File: config.mk
export PLATFORM = sky130hd
export DESIGN_NAME = anemu_ctrl
export DESIGN_NICKNAME = d
export VERILOG_FILES = /design/src/rtl/anemu_pkg.sv /design/src/rtl/anemu_hcd.sv /design/src/rtl/anemu_seq.sv /design/src/rtl/anemu_ctrl.sv
export SDC_FILE = /design/constraint.sdc
export NUM_CORES = 1
export LEC_CHECK = 0
export ABC_AREA = 0
export BUFFER_PORTS_ARGS = -buffer_cell sky130_fd_sc_hd__buf_4
export CORE_MARGIN = 2
export CORE_UTILIZATION = 43
export CTS_CLUSTER_SIZE = 28
export DETAILED_ROUTE_END_ITERATION = 7
export MAX_ROUTING_LAYER = met4
export PLACE_DENSITY = 0.75
export SETUP_SLACK_MARGIN = 0.02
export SYNTH_ARGS = -nofsm -noshare
export SYNTH_HDL_FRONTEND = slang
export SYNTH_SLANG_ARGS = --single-unit
File: constraint.sdc
create_clock -name clk -period 1.53 [get_ports clk]
set_input_delay 0.2295 -clock clk [delete_from_list [all_inputs] [get_ports clk]]
set_output_delay 0.2295 -clock clk [all_outputs]
set_load 0.02 [all_outputs]
File: src/rtl/anemu_pkg.sv
package anemu_pkg;
   typedef enum logic [1:0] {
      SQ_IDLE,
      SQ_CMPL,
      SQ_PAGE,
      SQ_RES
   } sq_state_e;

   typedef struct packed {
      logic spd100;
      logic fdx;
      logic pause;
   } an_res_t;

   localparam int ABIL_N = 4;
endpackage

File: src/rtl/anemu_hcd.sv
module anemu_hcd
   import anemu_pkg::*;
#(
   parameter int ABIL_W = ABIL_N
) (
   input  logic [ABIL_W-1:0] adv_abil,
   input  logic [ABIL_W-1:0] lp_abil,
   input  logic              adv_pause,
   input  logic              lp_pause,
   input  logic              pd_spd100,
   input  logic              pd_fdx,
   output an_res_t           res
);
   localparam int PICK_W = $clog2(ABIL_W);

   if (ABIL_W != 4) begin : g_bad_abil
      $error("anemu_hcd: ABIL_W must be 4");
   end

   logic [ABIL_W-1:0] common;
   logic [PICK_W-1:0] pick;
   logic              found;

   assign common = adv_abil & lp_abil;

   // highest common bit wins; index bit 1 = speed, index bit 0 = duplex
   always_comb begin
      found = 1'b0;
      pick  = '0;
      for (int i = ABIL_W - 1; i >= 0; i--) begin
         if (common[i] && !found) begin
            found = 1'b1;
            pick  = PICK_W'(i);
         end
      end
   end

   always_comb begin
      res.pause = adv_pause & lp_pause;
      if (found) begin
         res.spd100 = pick[1];
         res.fdx    = pick[0];
      end else begin
         res.spd100 = pd_spd100;
         res.fdx    = pd_fdx;
      end
   end
endmodule

File: src/rtl/anemu_seq.sv
module anemu_seq
   import anemu_pkg::*;
(
   input  logic clk,
   input  logic rst_n,
   input  logic start,
   input  logic en_next,
   input  logic rd_clr_page,
   output logic busy,
   output logic an_cmpl,
   output logic page_rcvd,
   output logic load_res
);
   sq_state_e state;

   always_ff @(posedge clk or negedge rst_n) begin
      if (!rst_n) begin
         state     <= SQ_CMPL;
         an_cmpl   <= 1'b0;
         page_rcvd <= 1'b0;
      end else if (start) begin
         an_cmpl   <= 1'b0;
         page_rcvd <= 1'b0;
         state     <= en_next ? SQ_CMPL : SQ_IDLE;
      end else begin
         if (rd_clr_page) page_rcvd <= 1'b0;
         if (!en_next) begin
            state   <= SQ_IDLE;
            an_cmpl <= 1'b0;
         end else begin
            case (state)
               SQ_CMPL: begin
                  an_cmpl <= 1'b1;
                  state   <= SQ_PAGE;
               end
               SQ_PAGE: begin
                  page_rcvd <= 1'b1;
                  state     <= SQ_RES;
               end
               SQ_RES:  state <= SQ_IDLE;
               default: state <= SQ_IDLE;
            endcase
         end
      end
   end

   assign busy     = (state != SQ_IDLE);
   assign load_res = (state == SQ_RES) && !start && en_next;

   p_start_busy_r2: assert property (@(posedge clk) disable iff (!rst_n)
      start && en_next |=> busy);

   p_cmpl_before_page_r3: assert property (@(posedge clk) disable iff (!rst_n)
      $rose(page_rcvd) |-> an_cmpl);

   p_load_after_page_r3: assert property (@(posedge clk) disable iff (!rst_n)
      load_res |-> an_cmpl && page_rcvd);

   p_page_clr_r10: assert property (@(posedge clk) disable iff (!rst_n)
      rd_clr_page && !start && state != SQ_PAGE |=> !page_rcvd);
endmodule

File: src/rtl/anemu_ctrl.sv
module anemu_ctrl
   import anemu_pkg::*;
#(
   parameter int          ADDR_W        = 5,
   parameter int          DATA_W        = 16,
   parameter int          CTRL_A        = 0,
   parameter int          STAT_A        = 1,
   parameter int          ADV_A         = 4,
   parameter int          LP_A          = 5,
   parameter int          EXP_A         = 6,
   parameter logic [3:0]  ADV_ABIL_RST  = 4'hF,
   parameter logic        ADV_PAUSE_RST = 1'b0,
   parameter logic [3:0]  LP_ABIL_RST   = 4'hF,
   parameter logic        LP_PAUSE_RST  = 1'b1
) (
   input  logic              clk,
   input  logic              rst_n,
   input  logic [ADDR_W-1:0] reg_addr,
   input  logic              reg_wr,
   input  logic [DATA_W-1:0] reg_wdata,
   input  logic              reg_rd,
   output logic [DATA_W-1:0] reg_rdata,
   input  logic              soft_rst_in,
   input  logic              dig_rst_in,
   input  logic              reload_in,
   input  logic              pd_spd100,
   input  logic              pd_fdx,
   output logic              an_busy,
   output logic              res_spd100,
   output logic              res_fdx,
   output logic              res_pause
);
   localparam logic [ADDR_W-1:0] A_CTRL = ADDR_W'(CTRL_A);
   localparam logic [ADDR_W-1:0] A_STAT = ADDR_W'(STAT_A);
   localparam logic [ADDR_W-1:0] A_ADV  = ADDR_W'(ADV_A);
   localparam logic [ADDR_W-1:0] A_LP   = ADDR_W'(LP_A);
   localparam logic [ADDR_W-1:0] A_EXP  = ADDR_W'(EXP_A);
   localparam logic [4:0]        SELECTOR = 5'b00001;

   if (DATA_W != 16) begin : g_bad_data
      $error("anemu_ctrl: DATA_W must be 16");
   end
   if (ADDR_W < 3) begin : g_bad_addr
      $error("anemu_ctrl: ADDR_W must be at least 3");
   end

   logic        ctl_en, ctl_spd, ctl_dup;
   logic [3:0]  adv_abil, lp_abil;
   logic        adv_pause, lp_pause;
   logic        wr_ctrl, wr_adv, wr_lp;
   logic        soft_evt, start, en_next, rd_clr_page;
   logic        seq_cmpl, seq_page, load_res;
   an_res_t     hcd_res, res_q;

   assign wr_ctrl = reg_wr && (reg_addr == A_CTRL);
   assign wr_adv  = reg_wr && (reg_addr == A_ADV);
   assign wr_lp   = reg_wr && (reg_addr == A_LP);
   assign rd_clr_page = reg_rd && (reg_addr == A_EXP);

   assign soft_evt = soft_rst_in | dig_rst_in | (wr_ctrl & reg_wdata[15]);
   assign en_next  = soft_evt ? 1'b1 : (wr_ctrl ? reg_wdata[12] : ctl_en);
   assign start    = soft_evt | reload_in
                   | (wr_ctrl & (reg_wdata[9] | (reg_wdata[12] & ~ctl_en)));

   always_ff @(posedge clk or negedge rst_n) begin
      if (!rst_n) begin
         ctl_en    <= 1'b1;
         ctl_spd   <= 1'b1;
         ctl_dup   <= 1'b1;
         adv_abil  <= ADV_ABIL_RST;
         adv_pause <= ADV_PAUSE_RST;
         lp_abil   <= LP_ABIL_RST;
         lp_pause  <= LP_PAUSE_RST;
      end else if (soft_evt) begin
         ctl_en    <= 1'b1;
         ctl_spd   <= 1'b1;
         ctl_dup   <= 1'b1;
         adv_abil  <= ADV_ABIL_RST;
         adv_pause <= ADV_PAUSE_RST;
         lp_abil   <= LP_ABIL_RST;
         lp_pause  <= LP_PAUSE_RST;
      end else begin
         if (wr_ctrl) begin
            ctl_en  <= reg_wdata[12];
            ctl_spd <= reg_wdata[13];
            ctl_dup <= reg_wdata[8];
         end
         if (wr_adv) begin
            adv_abil  <= reg_wdata[8:5];
            adv_pause <= reg_wdata[10];
         end
         if (wr_lp) begin
            lp_abil  <= reg_wdata[8:5];
            lp_pause <= reg_wdata[10];
         end
      end
   end

   anemu_seq u_seq (
      .clk         (clk),
      .rst_n       (rst_n),
      .start       (start),
      .en_next     (en_next),
      .rd_clr_page (rd_clr_page),
      .busy        (an_busy),
      .an_cmpl     (seq_cmpl),
      .page_rcvd   (seq_page),
      .load_res    (load_res)
   );

   anemu_hcd #(.ABIL_W(ABIL_N)) u_hcd (
      .adv_abil  (adv_abil),
      .lp_abil   (lp_abil),
      .adv_pause (adv_pause),
      .lp_pause  (lp_pause),
      .pd_spd100 (pd_spd100),
      .pd_fdx    (pd_fdx),
      .res       (hcd_res)
   );

   always_ff @(posedge clk or negedge rst_n) begin
      if (!rst_n)        res_q <= '0;
      else if (load_res) res_q <= hcd_res;
   end

   assign res_spd100 = res_q.spd100;
   assign res_fdx    = res_q.fdx;
   assign res_pause  = res_q.pause;

   always_comb begin
      reg_rdata = '0;
      case (reg_addr)
         A_CTRL: reg_rdata = {2'b00, ctl_spd, ctl_en, 3'b000, ctl_dup, 8'h00};
         A_STAT: reg_rdata = {10'h000, seq_cmpl, 1'b0, 1'b1, 3'b000};
         A_ADV:  reg_rdata = {5'h00, adv_pause, 1'b0, adv_abil, SELECTOR};
         A_LP:   reg_rdata = {5'h00, lp_pause, 1'b0, lp_abil, SELECTOR};
         A_EXP:  reg_rdata = {14'h0000, seq_page, 1'b0};
         default: reg_rdata = '0;
      endcase
   end

   logic unused_wdata;
   assign unused_wdata = ^{reg_wdata[14], reg_wdata[11:9], reg_wdata[7:0],
                           reg_wdata[15:11]};

   p_result_hold_r7: assert property (@(posedge clk) disable iff (!rst_n)
      !an_busy |=> $stable(res_q));

   p_idle_when_off_r8: assert property (@(posedge clk) disable iff (!rst_n)
      !ctl_en |-> !an_busy && !seq_cmpl);

   p_selfclr_ctrl_r9: assert property (@(posedge clk) disable iff (!rst_n)
      wr_ctrl && !soft_evt |=> ctl_en == $past(reg_wdata[12]));
endmodule

======== After elaboration in Yosys (flattened, before gate mapping) ========
Cells that the tools add are included.
storage, ports and cells
  memory bits (writable) .................. 0
  bits in latches ......................... 0
  bits in read-only memories .............. 0
  register bits ........................... 20
  bits of input ports ..................... 30
  memories kept ........................... 0
  output and inout port bits .............. 20
cells by class
  $add $sub $neg .......................... 0
  equal/unequal tests ..................... 8
  bitwise operators ....................... 11
  $lt $le $gt $ge ......................... 0
  shift-type cells ........................ 0
  reduce and logical (&&, ||, !) cells .... 18
  div/mod/pow operators ................... 0
  $mul .................................... 0
  muxes and demuxes ....................... 35
operator list
  operator            number
  $pmux 14 s5         1
  $mux 1              22
  $mux 4              4
  $eq 5x3->1 const B  3
  $mux 2              7
  $logic_and 1x1->1   9
  $reduce_bool 2->1   4
  $eq 5x1->1 const B  1
  $logic_not 5->1     1
  $or 1x1->1          5
  $and 1x1->1         4
  $and 4x4->4         1
  $eq 2x2->1 const B  2
  $logic_not 1->1     4
  $pmux 2 s2          1
  $ne 3x2->1 const B  1
  $eq 2x1->1 const B  1
  $not 1->1           1

======== Longest topological paths before layout ========
Gate-level depths: netlist of run 1.
  depth in word-level cells ............... 12
  depth in mapped cells ................... 7

======== Cells and area by module ========
A second synthesis of run 1 with hierarchy kept.
second synthesis, totals
  cells, all modules ...................... 132
  area, all modules ....................... 1,293.7 um^2
by module, submodules not included
  module      sequential area each (um^2)  cells each  area each (um^2)  times used
  anemu_ctrl  415.4                        105         1,017.2           1
  anemu_seq   101.3                        19          219.0             1
  anemu_hcd   0.0                          8           57.6              1

======== Worst setup path after synthesis of run 1 ========
Ideal clock, no wire load.
  path type ............................... input to output
  from .................................... input port reg_addr[4]
  to ...................................... output port reg_rdata[5]
  buffers on the path ..................... 1
  cell stages on the path ................. 6
  setup slack ............................. -55 ps
  arrival time ............................ 1,356 ps
  cells stage by stage .................... nor3_1 -> nand2_1 -> inv_2 -> buf_2 -> nand2_1 -> o21ai_0
on the way
  longest elaborated chain between the ends .. 2
  elaborated cells between the ends (all ways) .. 6
  classes of those cells .................. 4 x eq/ne; 1 x mux; 1 x reduce/logical
RTL lines
  element                                   line               RTL
  start, declared                           anemu_ctrl.sv:18   input logic [ADDR_W-1:0] reg_addr,
  $eq 5x3->1, or another cell as far along  anemu_ctrl.sv:132  case (reg_addr)
  $pmux 14 s5 (*)                           anemu_ctrl.sv:132
  end, declared                             anemu_ctrl.sv:22   output logic [DATA_W-1:0] reg_rdata,
Mark *: on every way between the ends. The rest lies on a longest branch, timed or not.

======== Final worst setup path of run 1 ========
  from .................................... register ctl_en
  to ...................................... register u_seq.page_rcvd
on the way
  longest elaborated chain between the ends .. 6
  elaborated cells between the ends (all ways) .. 9
  classes of those cells .................. 4 x mux; 5 x bitwise
RTL lines
  element                 line              RTL
  start, declared         anemu_ctrl.sv:47  logic ctl_en, ctl_spd, ctl_dup;
  start signal, assigned  anemu_ctrl.sv:84  ctl_en <= reg_wdata[12];
  $not 1->1               anemu_ctrl.sv:63  | (wr_ctrl & (reg_wdata[9] | (reg_wdata[12] & ~ctl_en)));
  $and 1x1->1             anemu_ctrl.sv:63
  $or 1x1->1              anemu_ctrl.sv:63
  $and 1x1->1             anemu_ctrl.sv:63
  $or 1x1->1              anemu_ctrl.sv:63
  $mux 1 (*)              anemu_seq.sv:21   end else if (start) begin
  end signal, assigned    anemu_seq.sv:20   page_rcvd <= 1'b0;
  end signal, assigned    anemu_seq.sv:23   page_rcvd <= 1'b0;
  end signal, assigned    anemu_seq.sv:26   if (rd_clr_page) page_rcvd <= 1'b0;
  end, declared           anemu_seq.sv:11   output logic page_rcvd,
Marks and branches as above.
A chain may end at the register's enable or synchronous reset.

==> metrics.md, run 1 <==
| Metric | Value |
|---|---|
| Crit end category | `register` |
| Clock share of power | `34.2%` |
| Die Ht | `57.9 um` |
| Met2 routed wirelength | `1.57 mm` |
| Worst VDD drop | `0.592 mV` |
| Initial antenna violation count | `0` |
| Ys Warns | `0` |
| Crit path largest cell delay | `0.58 ns` |
| Die Wd | `57.9 um` |
| GRT Resource Usage Total | `19.3%` |
| Average wire per standard cell | `14.1 um` |
| Status | `complete, no violations` |
| PD cells | `730 nW/um^2` |
| Layout cells sized above 1 | `47.6%` |
| CTS Buffer Depth | `2` |
| Setup TNS | `0 ns` |
| FF-to-FF Start | `ctl_en` |
| Avg Vias per Cell | `5.21` |
| CP delay by family, top | `flip-flops` |
| #FFs+latches synth | `20` |
| Switching Fraction | `25.9%` |
| WP buf/inv | `0` |
| Sequential fraction of the synthesis area | `41.3%` |
| Arrival time at the worst endpoint | `1.78 ns` |
| Htree depth | `1` |
| Top FF cell, synth | `dfstp_2` |
| Post-Place Worst Slack | `-0.0241 ns` |
| WL final | `3.05 mm` |
| DR WL met3 | `154 um` |
| Mapped cell area | `1250 um^2` |
| # diodes | `0` |
| Ports | `50` |
| Pin count of the biggest net entering global routing | `21` |
| Drt pass-1 iters | `4` |
| Final Hold Viols | `0` |
| Cell count after synthesis | `133` |
| Synth area leaders | `dfstp_2 (27%), dfrtp_1 (14%), mux2i_1 (8.0%), nand2_1 (6.0%), nand3_1 (4.4%)` |
| Routed met1 length | `1.30 mm` |
| Switching pwr | `0.335 mW` |
| Async SR Flop Fraction | `100%` |
| WS Path Type | `register to register` |
| Synth Area per Inst | `9.40 um^2` |
| Post-synth EDFFs | `0` |
| Smallest hold slack | `0.141 ns` |
| Commonest non-fill, non-tap cell in the layout | `buf_4` |
| Tcrit/Tclk final | `99.8%` |
| Hold WC Path Type | `primary input to register` |
| Clock latency on the worst-skew pair | `0.31 ns` |
| Fmax | `655 MHz` |
| Fin crit period | `1.53 ns` |
| CTS root buffer | `clkbuf_4` |
| Antenna Nets Post-Route | `0` |
| Seq pwr share | `44.0%` |
| R2R Setup Slk | `0.003 ns` |
| Pins Over Slew Limit | `0` |
| Initial DRC count | `26` |
| Cell taking the most area after synthesis | `dfstp_2` |
| Grt total ovfl | `0` |
| Hold Path Sink | `lp_pause` |
| Most frequent cells in the layout | `buf_4 (49), nand2_1 (20), dfstp_2 (13)` |
| Clock-pin slew on the worst setup and hold paths | `0.12 ns` |
| RSZ-0062 raised after global routing | `true` |
| Logic gate share of total power | `21.8%` |
| Max-Cap Viols | `0` |
| Leakage | `0.858 nW` |
| Worst hold start | `reg_wdata[10]` |
| Hold depth | `3` |
| Post-route DRC | `0` |
| Setup violators final | `0` |
| Critical Path Start Type | `register` |
| Vias | `1,125` |
| Rows | `19` |
| Setup ws final | `0.00290 ns` |
| Data required, critical path | `1.78 ns` |
| PortBufs | `36` |
| Die Area | `3350 um^2` |
| Clock sink count | `20` |
| GPL Wtd Cong | `0.876` |
| Critical R2R Capture | `u_seq.page_rcvd` |
| Netlist cell types | `39` |
| Synthesis-to-finish area growth | `41.6%` |
| Initial Utilization | `45.3%` |
| Uppermost layer routed | `met4` |
| Worst-path fanout max | `3` |
| CTS tree | `yes` |
| Final nets | `220` |
| Clock Skew | `0.00133 ns` |
| Cell Int Power | `0.958 mW` |
| Share of the synthesized area in the top cell type | `27.3%` |
| Cts bufs inserted | `3` |
| Global-route wire length before repair | `4.88 mm` |
| Vias in the first global route | `1,121` |
| Cell-by-cell trace of the critical path | `nor2b_2 -> o311a_1 -> or4_4 -> a21oi_2` |
| R2R cell count | `4` |
| Crit path max-delay cell type | `dfstp_2` |
| HPWL Detailed | `2.29 mm` |
| Core ar. | `2760 um^2` |
==> area by class of cell <==
type                    count  area (um^2)
clock buffers               3         22.5
clock inverters             1         30.0
fillers                   243          987
inverters                   6         22.5
multi-input cells         101          717
flip-flops and latches     20          517
well taps                  31         38.8
repair buffers             54          423
==> layer usage <==
layer	GRT usage, %	vias to the layer above
met4	6.31	0
met3	3.13	4
li1	-	551
met5	-	-
met1	22.7	535
met2	33.6	35
==> cells in the mapped netlist, types with 2 or more instances <==
cell and number:
nor3_1 4, nand3_1 11, o21ai_0 3, o21ai_1 3, nor2b_1 3, dfrtp_1 7
and2_1 5, inv_1 5, nor3b_1 2, nand2_1 20, a21oi_1 2, buf_4 6
ha_1 4, mux2_1 2, dfstp_2 13, nor2_1 9, mux2i_1 10, buf_2 3
==> cell families after synthesis <==
kind of cell | synth area share, %
adders and majority gates | 4.00
muxes | 9.81
buffers and inverters | 7.81
other | 0.300
AOI/OAI and AO/OA | 9.81
and+or+nand+nor | 26.9
DFF | 41.3
==> how the worst max path moves through the flow <==
stage                           start         endpoint  slack (ns)  cells after the start
after floorplan           reg_addr[4]     reg_rdata[8]        0.03                      6
after global placement    reg_addr[4]          res_fdx       0.003                      6
after detailed placement  reg_addr[4]          res_fdx       -0.02                      6
after CTS                      ctl_en  u_seq.page_rcvd      -0.004                      4
after global routing           ctl_en  u_seq.page_rcvd       -0.04                      4
final                          ctl_en  u_seq.page_rcvd       0.003                      4
==> power by group through the flow <==
stage / sequential, mW / clock (mW) / combinational, mW
floorplan: 0.600 / 0 / 0.102
global placement: 0.577 / 0 / 0.248
detailed placement: 0.578 / 0 / 0.252
CTS: 0.569 / 0.451 / 0.260
global route: 0.571 / 0.466 / 0.304
finish: 0.569 / 0.442 / 0.282
==> worst min-delay path, delay by kind of cell <==
family / cells / cell delay, ns
AND/OR/NAND/NOR: 1 / 0.06
multiplexers: 1 / 0.06
buffers and inverters: 1 / 0.08
==> registers in the layout, indices dropped and copies added (netlist names) <==
name             count
adv_abil             4
lp_abil              4
u_seq.state          2
adv_pause            1
ctl_dup              1
ctl_en               1
ctl_spd              1
lp_pause             1
res_fdx              1
res_pause            1
res_spd100           1
u_seq.an_cmpl        1
u_seq.page_rcvd      1
==> timing repair <==
action                                 in CTS  in global routing
gates resized for setup                     5                 14
pin swaps                                   2                  1
hold buffers                                1                  0
setup endpoints to repair                   6                  8
endpoints found under the hold margin       7                  0
setup buffers                               2                  2
==> per-stage QoR <==
stage          cells  util [%]  cell area [um^2]  power (mW)
2_1_floorplan    138         -              1270       0.703
3_3_place_gp     207      58.0              1600       0.825
3_5_place_dp     207      58.0              1600       0.831
4_1_cts          214      61.4              1690        1.28
5_1_grt          216      64.2              1770        1.34
6_report         216      64.2              1770        1.29
Note: power is estimated with default switching activity, not from simulation.
==> run 2, diff against run 1 <==
Settings changed: CORE_UTILIZATION 43 to 51, PLACE_DENSITY 0.75 to 0.84.
Clock period 1.53 ns to 1.9 ns, I/O delays scaled along.
==> metrics.md, run 2 (same netlist as run 1, synthesis figures left out) <==
| Metric | Value |
|---|---|
| Status | `complete, no violations` |
| Ports | `50 (unchanged)` |
| GPL Wtd Cong | `0.804 (-8.2%)` |
| Fin crit period | `1.77 ns` |
| Worst-path fanout max | `7 (+4)` |
| Average wire per standard cell | `14.3 um (+1.4%)` |
| CTS tree | `yes` |
| Worst VDD drop | `0.470 mV (-21%)` |
| Die Ht | `53.5 um (-7.6%)` |
| Avg Vias per Cell | `5.47 (+5.1%)` |
| Hold Path Sink | `lp_pause` |
| Setup violators final | `0 (unchanged)` |
| Biggest regs | `adv_abil (4), lp_abil (4), u_seq.state (2)` |
| Crit end category | `output pin` |
| Total power | `1.00 mW (-22%)` |
| CTS Buffer Depth | `2 (unchanged)` |
| Data required, critical path | `1.62 ns (-0.16 ns)` |
| Synthesis-to-finish area growth | `26.7%` |
| WS Path Type | `primary input to output pin` |
| Leakage | `0.764 nW (-11%)` |
| Arrival time at the worst endpoint | `1.49 ns (-0.29 ns)` |
| R2R Setup Slk | `0.23 ns (+0.23 ns)` |
| CTS root buffer | `clkbuf_4` |
| Core ar. | `2250 um^2 (-18%)` |
| Setup bufs post-CTS | `0 (-2)` |
| PortBufs | `36 (unchanged)` |
| Worst hold start | `reg_wdata[10]` |
| Max-Cap Viols | `0 (unchanged)` |
| Post-route DRC | `0 (unchanged)` |
| Most frequent cells in the layout | `buf_4 (39), nand2_1 (20), dfstp_2 (13)` |
| Pin count of the biggest net entering global routing | `21 (unchanged)` |
| FF-to-FF Start | `ctl_en` |
| Commonest non-fill, non-tap cell in the layout | `buf_4` |
| Grt total ovfl | `0 (unchanged)` |
| HPWL Detailed | `2.21 mm (-3.4%)` |
| Critical R2R Capture | `res_fdx` |
| Fill cells | `185 (-24%)` |
| PD cells | `633 nW/um^2 (-13%)` |
| Vias | `1,089 (-3.2%)` |
| Initial DRC count | `17 (-35%)` |
| Cts bufs inserted | `3 (unchanged)` |
| Die Area | `2860 um^2 (-15%)` |
| Global-route wire length before repair | `4.66 mm (-4.5%)` |
| Finished Cell Area | `1580 um^2 (-11%)` |
| Fmax | `564 MHz` |
| Pins Over Slew Limit | `0 (unchanged)` |
| Final nets | `206 (-6.4%)` |
| Smallest hold slack | `0.204 ns (+0.0631 ns)` |
| Initial Utilization | `55.4% (+10 points)` |
| Rows | `17 (-2)` |
| Hold WC Path Type | `primary input to register` |
| Die Wd | `53.5 um (-7.6%)` |
| Clock-pin slew on the worst setup and hold paths | `0.12 ns (about the same)` |
| Post-CTS sizing | `0 (-5)` |
| Clock Skew | `0.00715 ns (+0.00582 ns)` |
| Initial antenna violation count | `0 (unchanged)` |
| Sequential Area | `517 um^2 (unchanged)` |
| RSZ-0062 raised after global routing | `false` |
| DP Area | `1520 um^2 (-4.9%)` |
| Final Hold Viols | `0 (unchanged)` |
| GRT Resource Usage Total | `23.1% (+3.7 points)` |
| Antenna Nets Post-Route | `0 (unchanged)` |
| Clock latency on the worst-skew pair | `0.30 ns (about the same)` |
| Htree depth | `1 (unchanged)` |
| R2R cell count | `3 (-1)` |
| Clock sink count | `20 (unchanged)` |
| Critical Path Start Type | `primary input` |
| Tcrit/Tclk final | `93.4%` |
| Multi-input logic area | `654 um^2 (-8.7%)` |
| WL final | `2.85 mm (-6.6%)` |
| Vias in the first global route | `1,047 (-6.6%)` |
| # diodes | `0 (unchanged)` |
| Setup TNS | `0 ns (unchanged)` |
| Drt pass-1 iters | `4 (unchanged)` |
| Layout cells sized above 1 | `36.3% (-11 points)` |
| Hold depth | `3 (unchanged)` |
| Hold_buf cts | `1 (unchanged)` |
| Final core utilization | `70.3% (+6.1 points)` |
run 2: where the power goes:
part	total, mW	internal (mW)	leakage, nW	switching [mW]
combinational	0.196	0.0873	0.508	0.109
sequential	0.458	0.447	0.227	0.0106
clock	0.348	0.213	0.0279	0.135
run 2: final cells by class:
class / count / share of cell area [%]
Sequential cell: 20 / 32.6
Clock buffer: 3 / 1.42
Multi-Input combinational cell: 101 / 41.3
Inverter: 6 / 1.42
Tap cell: 28 / 2.21
Clock inverter: 1 / 1.90
Timing Repair Buffer: 40 / 19.1
run 2: worst max-delay path by stage:
stage | start | end | cells past startpoint
CTS | reg_addr[4] | reg_rdata[5] | 6
detailed placement | reg_addr[4] | reg_rdata[5] | 6
global placement | reg_addr[4] | u_seq.state[0] | 5
finish | reg_addr[4] | reg_rdata[5] | 6
floorplan | reg_addr[4] | reg_rdata[5] | 6
global route | reg_addr[4] | reg_rdata[5] | 6
run 2: per-stage QoR:
| step | instances | setup WS (ns) |
|---|---|---|
| 6_report | 199 | 0.126 |
| 5_1_grt | 199 | 0.0630 |
| 4_1_cts | 199 | 0.133 |
| 3_5_place_dp | 194 | 0.139 |
| 3_3_place_gp | 194 | 0.189 |
| 2_1_floorplan | 138 | 0.204 |
run 2: critical path, stage by stage:
cell     delay, ns
buf_4         0.13
nor4_4        0.49
a22o_1        0.22
nand2_1       0.07
o21ai_0       0.11
buf_4         0.18
run 2: per-layer routing:
metal	routed length, um	vias to the layer above	part of all wire, %	track usage, %
li1	-	520	-	-
met1	1170	533	41	26.0
met2	1500	30	53	42.0
met3	136	6	4.8	2.82
met4	40	0	1.4	7.26
met5	0	-	0	-
